===== config.mk =====
export PLATFORM = sky130hd
export DESIGN_NAME = slave_acq_seq
export DESIGN_NICKNAME = d
export VERILOG_FILES = /design/src/rtl/slave_acq_pkg.sv /design/src/rtl/acq_input_bank.sv /design/src/rtl/acq_out_seq.sv /design/src/rtl/slave_acq_seq.sv
export SDC_FILE = /design/constraint.sdc
export NUM_CORES = 1
export LEC_CHECK = 0
export CORE_MARGIN = 5
export CORE_UTILIZATION = 40
export CTS_BUF_LIST = sky130_fd_sc_hd__clkbuf_4
export DETAILED_ROUTE_END_ITERATION = 16
export GPL_ROUTABILITY_DRIVEN = 0
export HOLD_SLACK_MARGIN = 0.06
export SYNTH_ARGS = -nofsm -noshare
export SYNTH_HDL_FRONTEND = slang
export SYNTH_SLANG_ARGS = --single-unit

===== constraint.sdc =====
create_clock -name clk_i -period 3 [get_ports clk_i]
set_input_delay 0.6 -clock clk_i [delete_from_list [all_inputs] [get_ports clk_i]]
set_output_delay 0.6 -clock clk_i [all_outputs]
set_load 0.005 [all_outputs]

===== src/rtl/slave_acq_pkg.sv =====
package slave_acq_pkg;
  typedef enum logic [1:0] {
    ST_IDLE = 2'd0,
    ST_CALC = 2'd1,
    ST_HOLD = 2'd2
  } seq_state_e;
endpackage


===== src/rtl/acq_input_bank.sv =====
module acq_input_bank #(
  parameter int DATA_W = 8,
  parameter int ID_W   = 3,
  localparam int NUM_SLOTS = 1 << ID_W
) (
  input  logic                          clk_i,
  input  logic                          rst_ni,
  input  logic                          cap_en_i,
  input  logic                          rd_i,
  input  logic [ID_W-1:0]               sel_i,
  input  logic [DATA_W-1:0]             data_i,
  output logic                          ready_o,
  output logic [NUM_SLOTS*DATA_W-1:0]   regs_o
);
  logic rd_prev_q;
  logic cap;

  assign cap = rd_i & ~rd_prev_q & cap_en_i;

  always_ff @(posedge clk_i or negedge rst_ni) begin
    if (!rst_ni) begin
      rd_prev_q <= 1'b0;
      ready_o   <= 1'b0;
    end else begin
      rd_prev_q <= rd_i;
      ready_o   <= cap;
    end
  end

  for (genvar g = 0; g < NUM_SLOTS; g++) begin : g_slot
    always_ff @(posedge clk_i or negedge rst_ni) begin
      if (!rst_ni)
        regs_o[g*DATA_W +: DATA_W] <= '0;
      else if (cap && (sel_i == ID_W'(g)))
        regs_o[g*DATA_W +: DATA_W] <= data_i;
    end
  end
endmodule


===== src/rtl/acq_out_seq.sv =====
module acq_out_seq
  import slave_acq_pkg::*;
#(
  parameter int DATA_W   = 8,
  parameter int ID_W     = 3,
  parameter int NUM_OUT  = 4,
  parameter int CALC_LAT = 4,
  localparam int NUM_SLOTS = 1 << ID_W,
  localparam int IDX_W     = (NUM_OUT > 1) ? $clog2(NUM_OUT) : 1,
  localparam int LAT_W     = $clog2(CALC_LAT + 1)
) (
  input  logic                        clk_i,
  input  logic                        rst_ni,
  input  logic                        lastin_i,
  input  logic                        wait_i,
  input  logic                        auto_i,
  input  logic [NUM_SLOTS*DATA_W-1:0] regs_i,
  output logic                        busy_o,
  output logic                        idle_o,
  output logic [DATA_W-1:0]           out_o,
  output logic                        out_stb_o,
  output logic [IDX_W-1:0]            out_idx_o,
  output logic                        soc_o
);
  seq_state_e         state_q;
  logic [LAT_W-1:0]   lat_q;
  logic [IDX_W-1:0]   idx_q;
  logic [ID_W-1:0]    slot_a, slot_b;
  logic [DATA_W-1:0]  result;
  logic               calc_done, present, last_out;

  // placeholder engine: two neighbouring slots plus the output index
  always_comb begin
    slot_a = ID_W'(idx_q % NUM_SLOTS);
    slot_b = slot_a + 1'b1;
    result = regs_i[slot_a*DATA_W +: DATA_W] + regs_i[slot_b*DATA_W +: DATA_W]
           + DATA_W'(idx_q);
  end

  assign calc_done = (state_q == ST_CALC) && (lat_q == LAT_W'(CALC_LAT - 1));
  assign present   = ((state_q == ST_CALC) && calc_done && !wait_i) ||
                     ((state_q == ST_HOLD) && !wait_i);
  assign last_out  = (idx_q == IDX_W'(NUM_OUT - 1));

  always_ff @(posedge clk_i or negedge rst_ni) begin
    if (!rst_ni) begin
      state_q   <= ST_IDLE;
      lat_q     <= '0;
      idx_q     <= '0;
      out_o     <= '0;
      out_stb_o <= 1'b0;
      out_idx_o <= '0;
      soc_o     <= 1'b0;
    end else begin
      out_stb_o <= 1'b0;
      soc_o     <= 1'b0;
      unique case (state_q)
        ST_IDLE: begin
          if (lastin_i) begin
            state_q <= ST_CALC;
            lat_q   <= '0;
            idx_q   <= '0;
          end
        end
        ST_CALC: begin
          if (!calc_done) lat_q <= lat_q + 1'b1;
          else if (wait_i) state_q <= ST_HOLD;
        end
        ST_HOLD: ;
        default: state_q <= ST_IDLE;
      endcase
      if (present) begin
        out_o     <= result;
        out_stb_o <= 1'b1;
        out_idx_o <= idx_q;
        lat_q     <= '0;
        if (last_out) begin
          state_q <= ST_IDLE;
          soc_o   <= !auto_i;
        end else begin
          state_q <= ST_CALC;
          idx_q   <= idx_q + 1'b1;
        end
      end
    end
  end

  assign busy_o = (state_q != ST_IDLE);
  assign idle_o = (state_q == ST_IDLE);
endmodule


===== src/rtl/slave_acq_seq.sv =====
module slave_acq_seq #(
  parameter int DATA_W    = 8,
  parameter int ID_W      = 3,
  parameter int NUM_OUT   = 4,
  parameter int CALC_LAT  = 4,
  parameter bit RD_HI     = 1'b1,
  parameter bit LASTIN_HI = 1'b1,
  parameter bit WAIT_HI   = 1'b1,
  parameter bit READY_HI  = 1'b1,
  parameter bit BUSY_HI   = 1'b1,
  parameter bit SOC_HI    = 1'b1
) (
  input  logic                clk_i,
  input  logic                rst_ni,
  input  logic                auto_i,
  input  logic                rd_i,
  input  logic [ID_W-1:0]     sel_i,
  input  logic [DATA_W-1:0]   data_i,
  input  logic                lastin_i,
  input  logic                wait_i,
  input  logic                oe_ni,
  output logic                ready_o,
  output logic                busy_o,
  output logic                soc_o,
  output logic [DATA_W-1:0]   out_o,
  output logic                out_en_o,
  output logic                out_stb_o,
  output logic [((NUM_OUT > 1) ? $clog2(NUM_OUT) : 1)-1:0] out_idx_o
);
  localparam int NUM_SLOTS = 1 << ID_W;

  logic rd_int, lastin_int, wait_int;
  logic ready_int, busy_int, soc_int, idle_int;
  logic [NUM_SLOTS*DATA_W-1:0] regs_flat;

  assign rd_int     = (rd_i == RD_HI);
  assign lastin_int = (lastin_i == LASTIN_HI);
  assign wait_int   = (wait_i == WAIT_HI);

  acq_input_bank #(.DATA_W(DATA_W), .ID_W(ID_W)) u_bank (
    .clk_i    (clk_i),
    .rst_ni   (rst_ni),
    .cap_en_i (idle_int),
    .rd_i     (rd_int),
    .sel_i    (sel_i),
    .data_i   (data_i),
    .ready_o  (ready_int),
    .regs_o   (regs_flat)
  );

  acq_out_seq #(
    .DATA_W(DATA_W), .ID_W(ID_W), .NUM_OUT(NUM_OUT), .CALC_LAT(CALC_LAT)
  ) u_seq (
    .clk_i     (clk_i),
    .rst_ni    (rst_ni),
    .lastin_i  (lastin_int),
    .wait_i    (wait_int),
    .auto_i    (auto_i),
    .regs_i    (regs_flat),
    .busy_o    (busy_int),
    .idle_o    (idle_int),
    .out_o     (out_o),
    .out_stb_o (out_stb_o),
    .out_idx_o (out_idx_o),
    .soc_o     (soc_int)
  );

  assign ready_o  = READY_HI ? ready_int : ~ready_int;
  assign busy_o   = BUSY_HI  ? busy_int  : ~busy_int;
  assign soc_o    = SOC_HI   ? soc_int   : ~soc_int;
  assign out_en_o = ~oe_ni;
endmodule


==> metrics <==
CP cell instances mux4_2 > fa_1 > ha_2 > fa_2 > a211oi_2 > o21bai_1 > a21oi_1 > xnor2_1 > o21ai_1; Largest stage delay, worst path 530 ps; Slew Limit Headroom 0.485; worst r2r path cells 9; sequential-to-total area share from yosys stat 0.485; Critical Path RT 3280 ps; Worst setup SP type flop; CTS tree yes; Post-synth top cells dfrtp_1 (61), mux2_2 (40), nand2_1 (24); DIE HEIGHT 98.7 um; slowest cell on the critical path mux4_2; RR Endpoint u_seq.out_o[7]; Synthesis Warnings 0; crit-path max FO 3; Final Skew 10.3 ps; endpoints failing setup 0; DIE WIDTH 98.7 um; ys flop type dfrtp_1; Clock Latency Late Sink 390 ps; Worst Path Class, Setup reg2reg; Tmin final 2780 ps; Post-Syn Area 0.00315 mm2; antenna cells 0; Hold WC Path Type in2async; Die Area 0.00975 mm2; Starting Density 0.410; Num CTS Buffers 9; clock root cell clkbuf_4; total track usage 0.130; DP Cell Count 362; syn nets 265; top-count cell post-synth dfrtp_1; core area 0.00769 mm2; DRT iter0 DRCs 57; clk sinks 61; Synth area leaders dfrtp_1 (48%), mux2_2 (14%), mux4_2 (7.2%); Max clock buf depth 2; VDD IR max 0.275 mV; fin cells 378; total wire length 5880 um; Clock transition at path regs 120 ps; pre-CTS setup slack -9.15 ps; Critical R2R Launch u_seq.idx_q[0]; PnR worst setup slack 220 ps; IO Pins 33; Layout Utilization 0.496; Setup Buffers After CTS 0; final hold vios 0; worst-margin pin slew 772 ps; Arr. time, crit path 3060 ps; initial antenna violation count 0; first-pass GRT wire length 10200 um; status finished, final reports clean; Post-Syn Area per Cell 13.7 um2; P_leak 1.79 nW; worst reg-to-reg setup slack 220 ps; register bit total from synthesis 61; fin. max-slew vios 0; asr flop ratio synth 1.00; Detailed Routing Iterations Pass 1 4; cell taking the most area after synthesis dfrtp_1; largest net degree at the start of global routing 62; row cnt 32; via count 1928; vias in the first global route 2083; CTS H-tree lvls 3; Final Cycle Share 0.927; Post-synth EDFFs 0; post-synthesis cell count 230; Area Growth Syn to Fin 21.1%; Routed wire per std cell 15.5 um; Nets 306; PD cells 895 mW/mm2; Synth top area share 0.485; Port Buf Inserts 32; layout cells sized above 1 0.304; DRC violation count after routing 0; f_max 360 MHz; post-route ant nets 0; Post-DP HPWL 4160 um; setup TNS 0 ps; DR vias/cell 5.10; cts hold-fix bufs 0; RSZ-0062 raised after global routing false; MaxCap Viol Count 0; Yosys cell types 37; crit end category flop; GRT overflow 0
[worst max-delay path, delay by kind of cell (launching register included)]
family,cells,cell delay [ps]
adder cells (fa/ha/maj),3,1080
flip-flops,1,420
multiplexers,1,530
XOR/XNOR,1,130
AO/OA/AOI/OAI,4,500
[power breakdown]
part,internal (mW),switching [mW],leakage (nW)
Combinational,0.800,0.587,0.886
Sequential,1.09,0.180,0.803
Clock,0.426,0.331,0.0963
[flip-flops by register name (all words and copies together), names as in the netlist]
register,flops
u_bank.rd_prev_q,1
u_bank.ready_o,1
u_bank.regs_o,40
u_seq.idx_q,2
u_seq.lat_q,3
u_seq.out_idx_o,2
u_seq.out_o,8
u_seq.out_stb_o,1
u_seq.soc_o,1
u_seq.state_q,2
[metal layers]
layer  GRT usage  part of all wire  vias to the layer above
met4      0.0515             0.013                        0
met2       0.204              0.47                       31
li1            -                 -                      923
met1       0.176              0.48                      965
met5           0                 0                        -
met3      0.0283             0.037                        9
[timing repair]
item | in CTS | in global routing
hold endpoints to repair | 0 | 0
resized for setup | 2 | 5
pin swaps | 0 | 3
endpoints found under the setup margin | 1 | 1
[placed cells by master (no fill, tap or decap), types with 3 or more instances in the layout]
| master | count |
|---|---|
| a21o_1 | 6 |
| mux2_2 | 40 |
| mux4_1 | 5 |
| inv_1 | 10 |
| nor3b_1 | 3 |
| mux4_2 | 11 |
| bufinv_16 | 3 |
| a21oi_1 | 4 |
| clkdlybuf4s50_1 | 31 |
| o21ai_0 | 11 |
| xnor2_1 | 5 |
| clkbuf_4 | 9 |
| ha_1 | 13 |
| nand2_1 | 24 |
| buf_4 | 4 |
| clkinv_4 | 3 |
| nor2_1 | 4 |
| dfrtp_1 | 60 |
[layout make-up]
cell class | count | area, um2
repair buffers | 38 | 380
inverters | 10 | 37.5
fillers | 695 | 3870
clock inverters | 7 | 124
multi-input cells | 151 | 1550
clock buffers | 9 | 67.6
flip-flops and latches | 61 | 1530
well taps | 102 | 128
[per-stage QoR]
| stage | cell area, um2 | power, mW | hold slack, ps |
|---|---|---|---|
| floorplan | 3160 | 2.22 | 304 |
| global placement | 3610 | 2.63 | 459 |
| detailed placement | 3610 | 2.65 | 460 |
| CTS | 3800 | 3.43 | 371 |
| global route | 3810 | 3.67 | 419 |
| finish | 3810 | 3.41 | 358 |
[cells by family (layout without fill, tap and decap cells)]
logic type      Yosys count  count (layout)  share of synthesized area
flops                    61              61                      0.485
simple gates             44              44                     0.0775
mux                      57              57                      0.268
buf+inv                  18              64                     0.0258
compound gates           27              27                     0.0528
xor+xnor                  6               6                     0.0167
fa+ha+maj                17              17                     0.0747
[worst max-delay path by stage]
stage                     slack, ps           start        endpoint  depth (start not counted)
after floorplan                  20  u_seq.idx_q[1]  u_seq.out_o[7]                         10
after global placement           50  u_seq.idx_q[0]  u_seq.out_o[7]                         10
after detailed placement         -9  u_seq.idx_q[0]  u_seq.out_o[7]                         10
after CTS                        20  u_seq.idx_q[0]  u_seq.out_o[7]                          9
after global routing             20  u_seq.idx_q[0]  u_seq.out_o[7]                          9
final                           220  u_seq.idx_q[0]  u_seq.out_o[7]                          9
No activity file was read; power rests on OpenSTA's default activity.
